$ cat src/rtl/refsw_pkg.sv
package refsw_pkg;
  localparam int NUM_REF  = 2;
  localparam int WRAP_MOD = 8;
  localparam int WRAP_W   = $clog2(WRAP_MOD);

  typedef enum logic {REF_A = 1'b0, REF_B = 1'b1} ref_sel_e;
  typedef logic [WRAP_W-1:0] wrap_idx_t;
endpackage

$ cat src/rtl/refsw_select.sv
module refsw_select
  import refsw_pkg::*;
(
  input  logic     clk_i,
  input  logic     rst_ni,
  input  logic     los_a_i,
  input  logic     los_b_i,
  input  logic     man_req_i,
  output ref_sel_e act_o,
  output ref_sel_e act_nx_o,
  output logic     sw_o
);
  ref_sel_e act_q, act_n;
  logic     los_cur, los_tgt, sw;

  // next-state
  always_comb begin
    los_cur = (act_q == REF_A) ? los_a_i : los_b_i;
    los_tgt = (act_q == REF_A) ? los_b_i : los_a_i;
    sw      = !los_tgt && (los_cur || man_req_i);
    act_n   = act_q;
    if (sw) begin
      act_n = (act_q == REF_A) ? REF_B : REF_A;
    end
  end

  // register
  always_ff @(posedge clk_i or negedge rst_ni) begin
    if (!rst_ni) begin
      act_q <= REF_A;
    end else begin
      act_q <= act_n;
    end
  end

  assign act_o    = act_q;
  assign act_nx_o = act_n;
  assign sw_o     = sw;

  // loss on the active input with the other clear forces a change
  a_r3_los_switch_a: assert property (@(posedge clk_i) disable iff (!rst_ni)
    (act_q == REF_A && los_a_i && !los_b_i) |=> (act_q == REF_B));
  a_r3_los_switch_b: assert property (@(posedge clk_i) disable iff (!rst_ni)
    (act_q == REF_B && los_b_i && !los_a_i) |=> (act_q == REF_A));
  // a target in loss-of-signal blocks any change
  a_r4_blocked: assert property (@(posedge clk_i) disable iff (!rst_ni)
    los_tgt |=> (act_q == $past(act_q)));
endmodule

$ cat src/rtl/refsw_chan.sv
module refsw_chan
  import refsw_pkg::*;
#(
  parameter int PW   = 10,
  parameter int OW   = 8,
  parameter int CW   = 6,
  parameter int STEP = 16
) (
  input  logic                 clk_i,
  input  logic                 rst_ni,
  input  logic signed [PW-1:0] pe_i,
  input  logic                 cap_i,
  input  logic                 tick_i,
  output logic signed [OW-1:0] off_o,
  output logic signed [OW-1:0] off_nx_o,
  output logic signed [CW-1:0] code_o,
  output wrap_idx_t            wrap_o
);
  localparam int OMAX = 2**(OW-1) - 1;
  localparam int OMIN = -(2**(OW-1));
  localparam int CMAX = 2**(CW-1) - 1;
  localparam int CMIN = -(2**(CW-1));
  localparam int HALF = 2**(PW-1);

  logic signed [OW-1:0] off_q, off_n;
  logic signed [CW-1:0] code_q, code_n;
  logic signed [PW-1:0] prev_q;
  wrap_idx_t            wrap_q, wrap_n;
  int                   pe_int, off_int, code_int, delta;

  // next-state
  always_comb begin
    pe_int   = int'(pe_i);
    off_int  = int'(off_q);
    code_int = int'(code_q);
    off_n    = off_q;
    code_n   = code_q;
    if (cap_i) begin
      if (pe_int > OMAX) begin
        off_n = OW'(OMAX);
      end else if (pe_int < OMIN) begin
        off_n = OW'(OMIN);
      end else begin
        off_n = OW'(pe_int);
      end
    end else if (tick_i) begin
      if (off_int >= STEP && code_int < CMAX) begin
        off_n  = OW'(off_int - STEP);
        code_n = CW'(code_int + 1);
      end else if (off_int <= -STEP && code_int > CMIN) begin
        off_n  = OW'(off_int + STEP);
        code_n = CW'(code_int - 1);
      end
    end
    delta  = pe_int - int'(prev_q);
    wrap_n = wrap_q;
    if (delta < -HALF) begin
      wrap_n = wrap_q + WRAP_W'(1);
    end else if (delta > HALF) begin
      wrap_n = wrap_q - WRAP_W'(1);
    end
  end

  // register
  always_ff @(posedge clk_i or negedge rst_ni) begin
    if (!rst_ni) begin
      off_q  <= '0;
      code_q <= '0;
      prev_q <= '0;
      wrap_q <= '0;
    end else begin
      off_q  <= off_n;
      code_q <= code_n;
      prev_q <= pe_i;
      wrap_q <= wrap_n;
    end
  end

  assign off_o    = off_q;
  assign off_nx_o = off_n;
  assign code_o   = code_q;
  assign wrap_o   = wrap_q;

  // a large positive fine offset on a tick moves the coarse code up by one
  a_r5_code_up: assert property (@(posedge clk_i) disable iff (!rst_ni)
    (tick_i && !cap_i && int'(off_q) >= STEP && int'(code_q) < CMAX)
      |=> (int'(code_q) == int'($past(code_q)) + 1));
  // capture on a tick leaves the coarse code alone
  a_r6_capture_wins: assert property (@(posedge clk_i) disable iff (!rst_ni)
    (cap_i && tick_i) |=> (code_q == $past(code_q)));
  // the wrap index moves by at most one per sample
  a_r7_wrap_step: assert property (@(posedge clk_i) disable iff (!rst_ni)
    !cap_i |=> (wrap_q == $past(wrap_q) || wrap_q == $past(wrap_q) + WRAP_W'(1)
                || wrap_q == $past(wrap_q) - WRAP_W'(1)));
endmodule

$ cat src/rtl/refsw_offset_ctrl.sv
module refsw_offset_ctrl
  import refsw_pkg::*;
#(
  parameter int PW     = 10,
  parameter int OW     = 8,
  parameter int CW     = 6,
  parameter int STEP   = 16,
  parameter int AZ_DIV = 8
) (
  input  logic                 clk_i,
  input  logic                 rst_ni,
  input  logic signed [PW-1:0] pe_a_i,
  input  logic signed [PW-1:0] pe_b_i,
  input  logic                 los_a_i,
  input  logic                 los_b_i,
  input  logic                 man_req_i,
  output logic signed [PW:0]   loop_err_o,
  output logic                 act_b_o,
  output logic signed [CW-1:0] coarse_a_o,
  output logic signed [CW-1:0] coarse_b_o,
  output logic [WRAP_W-1:0]    wrap_idx_o,
  output logic                 fine_sat_o
);
  localparam int EW   = PW + 1;
  localparam int AZ_W = (AZ_DIV > 1) ? $clog2(AZ_DIV) : 1;
  localparam int OMAX = 2**(OW-1) - 1;
  localparam int OMIN = -(2**(OW-1));

  ref_sel_e             act_q, act_n;
  logic                 sw, tick;
  logic [AZ_W-1:0]      az_cnt_q, az_cnt_n;
  logic signed [EW-1:0] err_q, err_n;
  logic signed [PW-1:0] pe_arr     [NUM_REF];
  logic signed [OW-1:0] off_arr    [NUM_REF];
  logic signed [OW-1:0] off_nx_arr [NUM_REF];
  logic signed [CW-1:0] code_arr   [NUM_REF];
  wrap_idx_t            wrap_arr   [NUM_REF];
  logic [NUM_REF-1:0]   cap;

  assign pe_arr[0] = pe_a_i;
  assign pe_arr[1] = pe_b_i;

  refsw_select u_sel (
    .clk_i     (clk_i),
    .rst_ni    (rst_ni),
    .los_a_i   (los_a_i),
    .los_b_i   (los_b_i),
    .man_req_i (man_req_i),
    .act_o     (act_q),
    .act_nx_o  (act_n),
    .sw_o      (sw)
  );

  // auto-zero divider, next-state
  always_comb begin
    tick     = (az_cnt_q == AZ_W'(AZ_DIV - 1));
    az_cnt_n = tick ? '0 : az_cnt_q + AZ_W'(1);
  end

  always_comb begin
    cap[0] = sw && (act_n == REF_A);
    cap[1] = sw && (act_n == REF_B);
  end

  for (genvar g = 0; g < NUM_REF; g++) begin : g_chan
    refsw_chan #(.PW(PW), .OW(OW), .CW(CW), .STEP(STEP)) u_chan (
      .clk_i    (clk_i),
      .rst_ni   (rst_ni),
      .pe_i     (pe_arr[g]),
      .cap_i    (cap[g]),
      .tick_i   (tick),
      .off_o    (off_arr[g]),
      .off_nx_o (off_nx_arr[g]),
      .code_o   (code_arr[g]),
      .wrap_o   (wrap_arr[g])
    );
  end

  // loop error, next-state
  always_comb begin
    err_n = EW'(pe_arr[act_n]) - EW'(off_nx_arr[act_n]);
  end

  // registers
  always_ff @(posedge clk_i or negedge rst_ni) begin
    if (!rst_ni) begin
      az_cnt_q <= '0;
      err_q    <= '0;
    end else begin
      az_cnt_q <= az_cnt_n;
      err_q    <= err_n;
    end
  end

  assign loop_err_o = err_q;
  assign act_b_o    = (act_q == REF_B);
  assign coarse_a_o = code_arr[0];
  assign coarse_b_o = code_arr[1];
  assign wrap_idx_o = wrap_arr[act_q];
  assign fine_sat_o = (int'(off_arr[act_q]) == OMAX) || (int'(off_arr[act_q]) == OMIN);

  // a capture without clipping yields a zero loop error at the next edge
  a_r2_hitless: assert property (@(posedge clk_i) disable iff (!rst_ni)
    (sw && (int'(pe_arr[act_n]) <= OMAX) && (int'(pe_arr[act_n]) >= OMIN))
      |=> (loop_err_o == '0));
endmodule

$ cat config.mk
export PLATFORM = sky130hd
export DESIGN_NAME = refsw_offset_ctrl
export DESIGN_NICKNAME = d
export VERILOG_FILES = /design/src/rtl/refsw_pkg.sv /design/src/rtl/refsw_select.sv /design/src/rtl/refsw_chan.sv /design/src/rtl/refsw_offset_ctrl.sv
export SDC_FILE = /design/constraint.sdc
export NUM_CORES = 1
export LEC_CHECK = 0
export ABC_AREA = 1
export BUFFER_PORTS_ARGS = -buffer_cell sky130_fd_sc_hd__buf_2
export CAP_MARGIN = 20
export CORE_UTILIZATION = 55
export CTS_BUF_LIST = sky130_fd_sc_hd__clkbuf_8
export DETAILED_ROUTE_END_ITERATION = 12
export PLACE_DENSITY = 0.75
export SLEW_MARGIN = 15
export SYNTH_ARGS = -nofsm -noshare
export SYNTH_HDL_FRONTEND = slang
export SYNTH_SLANG_ARGS = --single-unit
export TNS_END_PERCENT = 30
$ cat constraint.sdc
create_clock -name clk_i -period 4 [get_ports clk_i]
set_clock_uncertainty 0.15 [all_clocks]
set_input_delay 0.4 -clock clk_i [delete_from_list [all_inputs] [get_ports clk_i]]
set_output_delay 0.4 -clock clk_i [all_outputs]
set_load 0.005 [all_outputs]
==> qor.csv <==
metric,value,unit
skew_pair_late_insertion_delay,0.35,ns
p_leak,3.32,nW
power.share.switching,0.485,
synth_enable_flop_cells,0,
grt_first_pass_wirelength,21000,um
routed_wirelength,12300,um
grt_start_max_net_pins,37,
power_per_cell_area,856,nW/um^2
globalRoute.totalOverflow,0,
critical-path-max-stage-delay,0.50,ns
diodes,0,
number_of_vias_per_cell,5.17,
reg2reg_setup_slack,0.48,ns
setup_total_negative_slack,0,ns
worst_setup_path_end_kind,flop,
avgRoutedWirePerCell,13.0,um
timing_max_transition_violations_final,0,
ys_seq_area_frac,0.322,
final.setup.worst_slack,0.484,ns
timing.critical_path.required,4.12,ns
layout_worst_path_cycle_share,0.879,
worst_hold_path_type,input port to asynchronous set/reset pin,
max_freq,0.284,GHz
synth_warnings,0,
area.growth.synth_to_final,12.3,%
globalRouteTotalUtil,0.264,
num_io_pins,53,
peakVddDrop,0.367,mV
crit_fanout,9,
netlist-cell-type-count,36,
synth_top_area_cell,dfrtp_1,
path_cells,inv_1 > nor2_1 > o32a_1 > ha_1 > inv_1 > a21oi_2 > o21ai_0 > o21ai_0 > mux2i_1 > ha_1 > a21oi_1 > o21ai_0 > a21oi_1 > nor2_1 > nor2_1 > xor2_1,
dieHeight,101,um
clkTransAtPathRegs,0.08,ns
row_count,35,
place.detailed.instances,929,
setup_repair_after_global_routing_missed_its_margin,no,
clockPowerShare,0.134,
hold_buffers_post_cts,0,
worstPathArrival,3.64,ns
worstRegToRegCells,16,
cp-start-kind,flop,
synth.top_cells.by_area,"dfrtp_1 (32%), nand2_1 (14%), ha_1 (11%)",
synth-seq-cells,69,
layout.cells.non_filler,944,
die_width,101,um
synth_nets,831,
drt_first_iter_violations,279,
timing_hold_violations_final,20,
cts_buffer_count,9,
tightest_slew,0.831,ns
cap_viol_max_count,0,
power.switching,2.50,mW
initial_core_util,0.575,
setup_viol,0,
syn_area,5360,sq um
max-clock-path-buffers,2,
first_pass_iters,5,
max_slew_margin,0.446,
fin_hold_ws,-0.0123,ns
yosys_most_used_dff,dfrtp_1,
internal_power,2.65,mW
io_buffers,52,
ant_nets,0,
async_flop_share,1.00,
failed_checks,hold timing,
core,9330,sq um
gp_routability_congestion,0.899,
detailedPlace.worstSlack,0.499,ns
netlist.area_leader.share,0.322,
seq_power_share,0.233,
regToRegEndpoint,loop_err_o[7],
drc_errors,0,
via_count,4876,
critPathKind,flop to flop,
slowest_cell_on_the_critical_path,dfrtp_1,
r2r_start,u_sel.act_o,
post-route-min-period,3.52,ns
post_synthesis_cell_count,751,
cts.repair.resized,0,
setup_repair_bufs_after_cts,0,
grt_pass1_vias,4607,
outcome,"complete, but fails checks",
antenna_violations_before_repair,0,
cts.sinks,69,
design_power_total,5.15,mW
finish.net_count,891,
comb_power_share,0.633,
final_layout_size_suffix_gt1_frac,0.144,
cts.root.buffer_cell,clkbuf_8,
synthesis.area_per_instance,7.14,sq um
cts_htree_levels,3,
hpwl,9950,um
fp.dieArea,10100,sq um
cts_tree,yes,
-- cells in the mapped netlist (4+ instances only) --
library cell	instances
nand2_2	17
fa_1	7
nor2_1	37
nand2_1	207
dfrtp_1	69
inv_2	12
nand3_1	67
nor3_1	10
o21ai_1	8
ha_1	48
a21oi_1	26
xor2_1	13
xnor2_1	4
inv_1	121
clkbuf_1	5
o21ai_0	50
nand4_1	14
-- final cells by class --
| class | instances | area, sq um |
|---|---|---|
| clock buffers | 9 | 124 |
| fillers | 871 | 3310 |
| well taps | 129 | 161 |
| inverters | 133 | 499 |
| flip-flops and latches | 69 | 1730 |
| multi-input cells | 543 | 3110 |
| clock inverters | 6 | 113 |
| repair buffers | 55 | 283 |
-- routing by layer --
metal,GRT usage,vias to the layer above,part of all wire,wire length (um)
li1,-,2517,-,-
met1,0.339,2239,0.46,5650
met2,0.448,99,0.48,5950
met3,0.0402,21,0.034,424
met4,0.100,0,0.022,266
met5,0,-,0,0
-- sequential cells by signal, summed over array words and instances (netlist names) --
register / flops
az_cnt_q: 3
u_sel.act_o: 1
g_chan.u_chan.code_o: 12
g_chan.u_chan.off_o: 16
g_chan.u_chan.prev_q: 20
loop_err_o: 11
g_chan.u_chan.wrap_o: 6
-- through the flow --
stage / instance area (sq um) / utilization
finish: 6020 / 0.645
global placement: 5780 / 0.620
global route: 6020 / 0.645
floorplan: 5360 / -
CTS: 6020 / 0.645
detailed placement: 5780 / 0.620
-- layout by cell type (no fill, tap or decap), drive strengths merged, types with 7 or more instances in the layout --
master  instances
o21ai          58
fa              7
nand2         227
clkbuf          9
nor2           43
ha             48
inv           133
buf            55
nor3           10
nand4          14
a21oi          28
dfrtp          69
nand3          69
xor2           13
-- worst max-delay path, delay by kind of cell (launching register included) --
kind | cells | cell delay, ns
flops | 1 | 0.50
xor+xnor | 1 | 0.16
compound gates | 7 | 1.23
simple gates | 3 | 0.29
buf+inv | 2 | 0.31
mux | 1 | 0.11
fa+ha+maj | 2 | 0.71
-- cells by family (layout without fill, tap and decap cells) --
group                    Yosys count  count (layout)  share of synthesized area
buffers and inverters            139             203                     0.0975
flip-flops                        69              69                      0.322
multiplexers                       5               5                     0.0114
adder cells (fa/ha/maj)           55              55                      0.138
AND/OR/NAND/NOR                  373             373                      0.311
AO/OA/AOI/OAI                     93              93                     0.0920
XOR/XNOR                          17              17                     0.0278
-- power by group through the flow --
| stage | Sequential, mW | Combinational [mW] | Clock [mW] |
|---|---|---|---|
| final | 1.20 | 3.26 | 0.693 |
| after global routing | 1.24 | 3.72 | 0.731 |
| after global placement | 1.21 | 3.13 | 0 |
| after CTS | 1.20 | 3.26 | 0.704 |
| after detailed placement | 1.22 | 3.23 | 0 |
| after floorplan | 1.18 | 2.43 | 0 |
-- worst max path at each step --
stage / from / cells after the start / slack, ns / endpoint
2_1_floorplan: u_sel.act_o / 15 / 0.62 / loop_err_o[8]
3_3_place_gp: los_b_i / 16 / 0.67 / loop_err_o[8]
3_5_place_dp: los_b_i / 16 / 0.50 / loop_err_o[8]
4_1_cts: u_sel.act_o / 16 / 0.52 / loop_err_o[7]
5_1_grt: u_sel.act_o / 18 / 0.22 / loop_err_o[8]
6_report: u_sel.act_o / 16 / 0.48 / loop_err_o[7]
No activity file was read; power rests on OpenSTA's default activity.
